===== src/rtl/sw_pkg.sv =====
package sw_pkg;

    typedef enum logic {
        SW_IDLE = 1'b0,
        SW_RUN  = 1'b1
    } sw_state_e;

    localparam int SW_PAGE_W     = 12;
    localparam int SW_PAGE_BYTES = 1 << SW_PAGE_W;

    function automatic logic [31:0] sw_min(input logic [31:0] a, input logic [31:0] b);
        return (a < b) ? a : b;
    endfunction

endpackage


===== src/rtl/sw_burst_calc.sv =====
module sw_burst_calc #(
    parameter int ADDR_W    = 32,
    parameter int REM_W     = 17,
    parameter int MAX_BURST = 256,
    parameter int BW        = $clog2(MAX_BURST) + 1
) (
    input  logic [ADDR_W-1:0] addr,
    input  logic [REM_W-1:0]  row_rem,
    output logic [BW-1:0]     bytes
);
    import sw_pkg::*;

    logic [31:0] to_page;
    logic [31:0] rem32;
    logic [31:0] capped;

    always_comb begin
        to_page = 32'(SW_PAGE_BYTES) - 32'(addr[SW_PAGE_W-1:0]);
        rem32   = 32'(row_rem);
    end

    generate
        if (MAX_BURST >= SW_PAGE_BYTES) begin : g_page_only
            always_comb capped = sw_min(rem32, to_page);
        end else begin : g_cap_and_page
            always_comb capped = sw_min(sw_min(rem32, 32'(MAX_BURST)), to_page);
        end
    endgenerate

    assign bytes = capped[BW-1:0];

endmodule


===== src/rtl/sw_row_track.sv =====
module sw_row_track #(
    parameter int ADDR_W = 32,
    parameter int ROWS_W = 12
) (
    input  logic              clk,
    input  logic              rst,
    input  logic              load,
    input  logic              advance,
    input  logic [ADDR_W-1:0] base_in,
    input  logic [ADDR_W-1:0] pitch_in,
    input  logic [ROWS_W-1:0] rows_m1_in,
    output logic [ADDR_W-1:0] next_base,
    output logic              last_row
);
    logic [ADDR_W-1:0] row_base_q;
    logic [ADDR_W-1:0] pitch_q;
    logic [ROWS_W-1:0] rows_left_q;

    always_ff @(posedge clk) begin
        if (rst) begin
            row_base_q  <= '0;
            pitch_q     <= '0;
            rows_left_q <= '0;
        end else if (load) begin
            row_base_q  <= base_in;
            pitch_q     <= pitch_in;
            rows_left_q <= rows_m1_in;
        end else if (advance) begin
            row_base_q  <= row_base_q + pitch_q;
            rows_left_q <= rows_left_q - 1'b1;
        end
    end

    assign next_base = row_base_q + pitch_q;
    assign last_row  = (rows_left_q == '0);

endmodule


===== src/rtl/sw_ctrl.sv =====
module sw_ctrl #(
    parameter int ADDR_W = 32,
    parameter int REM_W  = 17,
    parameter int BW     = 9
) (
    input  logic              clk,
    input  logic              rst,
    input  logic              start,
    input  logic [ADDR_W-1:0] start_addr,
    input  logic [REM_W-1:0]  row_len,
    input  logic [ADDR_W-1:0] next_base,
    input  logic              last_row,
    input  logic [BW-1:0]     bytes,
    input  logic              req_ready,
    output logic              load,
    output logic              advance,
    output logic              busy,
    output logic [ADDR_W-1:0] cur_addr,
    output logic [REM_W-1:0]  row_rem,
    output logic              done
);
    import sw_pkg::*;

    sw_state_e         state_q;
    logic [ADDR_W-1:0] cur_q;
    logic [REM_W-1:0]  rem_q;
    logic [REM_W-1:0]  len_q;
    logic              done_q;
    logic              accept;
    logic              row_end;
    logic              finish;

    always_comb begin
        load    = (state_q == SW_IDLE) && start;
        accept  = (state_q == SW_RUN) && req_ready;
        row_end = accept && (32'(bytes) == 32'(rem_q));
        advance = row_end && !last_row;
        finish  = row_end && last_row;
    end

    always_ff @(posedge clk) begin
        if (rst) begin
            state_q <= SW_IDLE;
            cur_q   <= '0;
            rem_q   <= '0;
            len_q   <= '0;
            done_q  <= 1'b0;
        end else begin
            done_q <= finish;
            if (load) begin
                state_q <= SW_RUN;
                cur_q   <= start_addr;
                rem_q   <= row_len;
                len_q   <= row_len;
            end else if (accept) begin
                if (advance) begin
                    cur_q <= next_base;
                    rem_q <= len_q;
                end else if (finish) begin
                    state_q <= SW_IDLE;
                    cur_q   <= cur_q + ADDR_W'(bytes);
                    rem_q   <= '0;
                end else begin
                    cur_q <= cur_q + ADDR_W'(bytes);
                    rem_q <= rem_q - REM_W'(bytes);
                end
            end
        end
    end

    assign busy     = (state_q == SW_RUN);
    assign cur_addr = cur_q;
    assign row_rem  = rem_q;
    assign done     = done_q;

endmodule


===== src/rtl/stride_walker.sv =====
module stride_walker #(
    parameter int ADDR_W    = 32,
    parameter int LEN_W     = 16,
    parameter int ROWS_W    = 12,
    parameter int MAX_BURST = 256
) (
    input  logic                         clk,
    input  logic                         rst,
    input  logic                         start,
    input  logic [ADDR_W-1:0]            start_addr,
    input  logic [LEN_W-1:0]             row_len_m1,
    input  logic [ROWS_W-1:0]            row_cnt_m1,
    input  logic [ADDR_W-1:0]            row_pitch,
    output logic                         req_valid,
    input  logic                         req_ready,
    output logic [ADDR_W-1:0]            req_addr,
    output logic [$clog2(MAX_BURST):0]   req_bytes,
    output logic [ADDR_W-1:0]            cur_addr,
    output logic                         busy,
    output logic                         done
);
    localparam int REM_W = LEN_W + 1;
    localparam int BW    = $clog2(MAX_BURST) + 1;

    logic              load;
    logic              advance;
    logic [ADDR_W-1:0] next_base;
    logic              last_row;
    logic [REM_W-1:0]  row_len;
    logic [REM_W-1:0]  row_rem;
    logic [BW-1:0]     bytes;
    logic [ADDR_W-1:0] cur;
    logic              run;

    assign row_len = {1'b0, row_len_m1} + REM_W'(1);

    sw_row_track #(.ADDR_W(ADDR_W), .ROWS_W(ROWS_W)) u_rows (
        .clk        (clk),
        .rst        (rst),
        .load       (load),
        .advance    (advance),
        .base_in    (start_addr),
        .pitch_in   (row_pitch),
        .rows_m1_in (row_cnt_m1),
        .next_base  (next_base),
        .last_row   (last_row)
    );

    sw_burst_calc #(.ADDR_W(ADDR_W), .REM_W(REM_W), .MAX_BURST(MAX_BURST), .BW(BW)) u_burst (
        .addr    (cur),
        .row_rem (row_rem),
        .bytes   (bytes)
    );

    sw_ctrl #(.ADDR_W(ADDR_W), .REM_W(REM_W), .BW(BW)) u_ctrl (
        .clk        (clk),
        .rst        (rst),
        .start      (start),
        .start_addr (start_addr),
        .row_len    (row_len),
        .next_base  (next_base),
        .last_row   (last_row),
        .bytes      (bytes),
        .req_ready  (req_ready),
        .load       (load),
        .advance    (advance),
        .busy       (run),
        .cur_addr   (cur),
        .row_rem    (row_rem),
        .done       (done)
    );

    assign busy      = run;
    assign req_valid = run;
    assign req_addr  = cur;
    assign req_bytes = bytes;
    assign cur_addr  = cur;

endmodule


===== config.mk =====
export PLATFORM = sky130hd
export DESIGN_NAME = stride_walker
export DESIGN_NICKNAME = d
export VERILOG_FILES = /design/src/rtl/sw_pkg.sv /design/src/rtl/sw_burst_calc.sv /design/src/rtl/sw_row_track.sv /design/src/rtl/sw_ctrl.sv /design/src/rtl/stride_walker.sv
export SDC_FILE = /design/constraint.sdc
export NUM_CORES = 1
export LEC_CHECK = 0
export BUFFER_PORTS_ARGS = -buffer_cell sky130_fd_sc_hd__buf_2
export CAP_MARGIN = 10
export CORE_MARGIN = 2
export CORE_UTILIZATION = 45
export DETAILED_ROUTE_END_ITERATION = 7
export PLACE_DENSITY = 0.66
export SYNTH_ARGS = -nofsm -noshare
export SYNTH_HDL_FRONTEND = slang
export SYNTH_SLANG_ARGS = --single-unit

===== constraint.sdc =====
create_clock -name clk -period 6.1 [get_ports clk]
set_clock_uncertainty 0.05 [all_clocks]
set_input_delay 0.61 -clock clk [delete_from_list [all_inputs] [get_ports clk]]
set_output_delay 0.61 -clock clk [all_outputs]
set_load 0.01 [all_outputs]

==> flow_results.org <==
** Run status
- Result of the run :: complete, no violations

** Global route
- Global routing finished with a remaining overflow of 0.
- Via count of the first global-routing pass :: 9260
- Pin count of the biggest net entering global routing :: 74
- For this run, the total global-route usage over all layers was measured as 0.252.
- The first global-routing pass estimated 48.1 mm of wire.
- Antenna violations before repair :: 0

** Pwr
- Of the total power, the share spent switching nets is 0.350.
- Static Leakage :: 5.01 nW
- Sequential share of power :: 0.324
- Clock power share :: 0.347
- Internal power :: 2.22 mW
- Maximum VDD drop :: 0.000174 V
- Combinational cell fraction of total power :: 0.329
- For this design the total switching power over the nets is 1.19 mW.
- Dividing total power by cell area gives a power density of 298 nW/µm².

** Detailed routing
- DRC errors left :: 0
- Post-Route WL :: 30.5 mm
- Average vias per placed instance :: 5.82
- For this block, the initial DRC count from the detailed router was 679.
- Average wire per cell in the routed design :: 17.6 µm
- Via Count :: 10100
- The count of nets left with antenna violations once routing finished came out at 0.
- First-pass iteration count of the detailed router :: 7

** Worst setup path
- Required time reported for the critical path endpoint :: 6.37 ns
- Traced cell by cell, the critical path runs through or4_1, nor3_4, nand2_1, inv_1, ha_1, a21o_1, a21o_1, a21oi_1, o211ai_1, a31oi_4, buf_4, a21o_1, inv_2, ha_1, nand4_1, nor3_1, nand2_2, a21oi_4, buf_12, a311oi_1, o21ai_0, a21oi_1, a211oi_1.
- STA classifies the critical path endpoint as a flip-flop.
- For this run, the slowest stage of the critical path takes 0.70 ns.
- By startpoint and endpoint, the worst setup path is classified as reg -> reg.
- In this design, the critical path's most frequently occurring cell is sky130_fd_sc_hd__a21o_1.
- STA puts the critical path data arrival time at 6.00 ns.
- CP max FO :: 46
- STA classifies the critical path startpoint as a flip-flop.
- The slowest stage of the critical path belongs to the cell sky130_fd_sc_hd__or4_1.

** Run
- Max cap viols :: 0

** CTS
- The clock drives 144 sinks.
- The clock tree synthesis step divided the H-tree into 4 levels.
- Number of clock buffers inserted by TritonCTS :: 17
- CTS placed an instance of sky130_fd_sc_hd__clkbuf_16 at the clock tree root.
- Counting along the longest clock path gives a buffer depth of 2.
- Source-to-sink clock delay at the later pin of the worst-skew pair :: 0.43 ns
- Clock transition time at the flip-flop clock pins of the worst setup and hold paths :: 0.06 ns
- CTS tree :: built
- Number of buffers added to fix hold violations after cts :: 0

** Timing
- Final Cycle Share :: 0.939
- At the pin with the least slew margin, the transition time is 1.00 ns.
- Final setup fails :: 0
- The number of pins exceeding their max-slew limit in the final report came to 0.
- Min Clock Period, post-route :: 5.73 ns
- In this run the tightest slew margin relative to its limit is 0.327.
- Setup repair after global routing missed its margin :: no
- Number of hold-slack violations in the final timing report :: 0
- Maximum operating frequency :: 175 MHz
- Adding up every negative setup slack in the final design gives 0 ns.

** Synthesis
- For this run, asynchronously set or reset flops after synthesis account for 0.
- Yosys warns :: 0
- After synthesis the cells add up to 9950 µm².
- Sequential-to-total area share from yosys stat :: 0.290
- Biggest area consumer among synthesized cells :: sky130_fd_sc_hd__dfxtp_1
- Synthesis instantiated 74 different standard cells from the library.
- Post-synth top cells :: 215 x sky130_fd_sc_hd__nand2_1, 165 x sky130_fd_sc_hd__a21oi_1, 144 x sky130_fd_sc_hd__dfxtp_1, 95 x sky130_fd_sc_hd__nor2_1, 77 x sky130_fd_sc_hd__o21ai_0
- Post-synthesis register bit count :: 144
- The cell count after synthesis came out at 1339.
- Among all cell types in the netlist, the one instantiated most often is sky130_fd_sc_hd__nand2_1.
- Yosys mapped a number of flops with a built-in enable equal to 0.
- Synth area leaders :: sky130_fd_sc_hd__dfxtp_1 29%, sky130_fd_sc_hd__a21oi_1 8.3%, sky130_fd_sc_hd__nand2_1 8.1%, sky130_fd_sc_hd__ha_1 8.1%, sky130_fd_sc_hd__o21ai_0 3.9%
- Ys flop type :: sky130_fd_sc_hd__dfxtp_1
- Synthesized area per cell :: 7.43 µm²
- Fraction of post-synthesis cell area in the top cell type by area :: 0.290

** Die
- The total area inside the core boundary comes to 21800 µm².
- In this run the horizontal extent of the chip is 153 µm.
- Starting density of the core :: 0.457
- 172 I/O pins were placed.
- The die covers 23300 µm².
- The floorplan has 54 rows.
- Chip height :: 153 µm

** Cells and area
- The repair_antennas step left the layout with diodes totalling 0.
- In the final layout, the share of cells above drive strength 1 is 0.168.
- The net count of the finished layout is 1603.
- After routing the design area is 11400 µm².
- Layout overhead on the synthesized area :: 15.0%
- Area used by multi-input combinational logic :: 6400 µm²
- The layout has 2199 filler cells.
- Area of all sequential standard cells :: 2880 µm²

** Placed design
- At the end of routability-driven placement, the weighted congestion stood at 0.941.
- Post-detailed-placement half-perimeter wirelength :: 22.0 mm
- Placed standard-cell area :: 10700 µm²
- Port bufs :: 171

** Min path
- Class of the worst hold path :: in -> reg
-- worst paths after layout --
check,start,endpoint,slack [ns],cells past startpoint
hold reg to reg,u_ctrl.len_q[15]$_SDFFE_PP0P_,u_ctrl.len_q[15]$_SDFFE_PP0P_,0.40,2
setup reg to reg,u_ctrl.row_rem[9]$_SDFFE_PP0P_,u_ctrl.row_rem[10]$_SDFFE_PP0P_,0.37,23
setup / recovery,u_ctrl.row_rem[9]$_SDFFE_PP0P_,u_ctrl.row_rem[10]$_SDFFE_PP0P_,0.37,23
hold / removal,row_pitch[12],u_rows.pitch_q[12]$_SDFFE_PP0P_,0.36,3
-- sequential cells by signal (all words and copies together) (netlist names) --
name	flops
u_ctrl.cur_addr	32
u_rows.pitch_q	32
u_rows.row_base_q	32
u_ctrl.len_q	17
u_ctrl.row_rem	17
u_rows.rows_left_q	12
u_ctrl.busy	1
u_ctrl.done	1
-- kinds of logic (layout without fill, tap and decap cells) --
kind of cell | count (synthesis) | after routing | share of synthesized area
buf+inv | 151 | 262 | 0.0718
mux | 1 | 1 | 0.00101
other cells | 1 | 4 | 0.000377
simple gates | 478 | 478 | 0.223
fa+ha+maj | 67 | 67 | 0.0866
compound gates | 439 | 439 | 0.276
xor+xnor | 58 | 58 | 0.0511
flops | 144 | 144 | 0.290
-- critical path: cells and delay by family, from the launching register on --
kind	cells	cell delay, ns
compound gates	11	2.03
buf+inv	4	0.61
flops	1	0.35
simple gates	6	1.96
fa+ha+maj	2	0.61
-- stage by stage --
| step | util | hold WS, ns | total power [mW] | setup WS (ns) | cells |
|---|---|---|---|---|---|
| floorplan | - | 0.386 | 1.92 | 0.907 | 1342 |
| global placement | 0.494 | 0.392 | 2.20 | 0.431 | 1697 |
| detailed placement | 0.494 | 0.399 | 2.21 | 0.367 | 1697 |
| CTS | 0.524 | 0.353 | 3.40 | 0.334 | 1729 |
| global route | 0.526 | 0.362 | 3.59 | 0.0572 | 1733 |
| finish | 0.526 | 0.362 | 3.41 | 0.372 | 1733 |
-- cells in the final DEF, fill, tap and decap left out, types with 22 or more instances in the layout --
cell and count:
sky130_fd_sc_hd__a21oi_1 164, sky130_fd_sc_hd__a21o_1 35, sky130_fd_sc_hd__o21ai_0 77, sky130_fd_sc_hd__a22oi_1 24
sky130_fd_sc_hd__buf_2 170, sky130_fd_sc_hd__nor3_1 28, sky130_fd_sc_hd__nor2_1 94, sky130_fd_sc_hd__a211oi_1 22
sky130_fd_sc_hd__dfxtp_1 144, sky130_fd_sc_hd__nand3_1 33, sky130_fd_sc_hd__nand2_1 214, sky130_fd_sc_hd__xnor2_1 38
sky130_fd_sc_hd__a31oi_1 22, sky130_fd_sc_hd__ha_1 64, sky130_fd_sc_hd__inv_1 37
-- layout make-up --
cell class | instances | area share
clock inverter | 12 | 0.0180
multi-input combinational | 1047 | 0.559
inverter | 45 | 0.0148
clock buffer | 20 | 0.0399
timing repair buffer | 185 | 0.0853
tap | 280 | 0.0306
sequential | 144 | 0.252
-- power groups by stage --
| stage | Clock [mW] | Sequential (mW) | Combinational [mW] |
|---|---|---|---|
| 2_1_floorplan | 0 | 1.10 | 0.821 |
| 3_3_place_gp | 0 | 1.12 | 1.08 |
| 3_5_place_dp | 0 | 1.12 | 1.09 |
| 4_1_cts | 1.19 | 1.10 | 1.10 |
| 5_1_grt | 1.24 | 1.11 | 1.24 |
| 6_report | 1.18 | 1.10 | 1.12 |
-- what timing repair did --
action                                  4_1_cts  5_1_grt
gates resized for setup                       0        2
endpoints found under the setup margin        0       23
setup buffers                                 0        4
-- layer usage --
| metal | GRT usage | vias up | wire (µm) |
|---|---|---|---|
| met5 | 0 | - | 0 |
| met1 | 0.336 | 4683 | 13700 |
| met4 | 0.0922 | 0 | 817 |
| met3 | 0.0407 | 52 | 1730 |
| li1 | - | 5001 | - |
| met2 | 0.412 | 343 | 14200 |
Power figures use the tool's default switching activity.
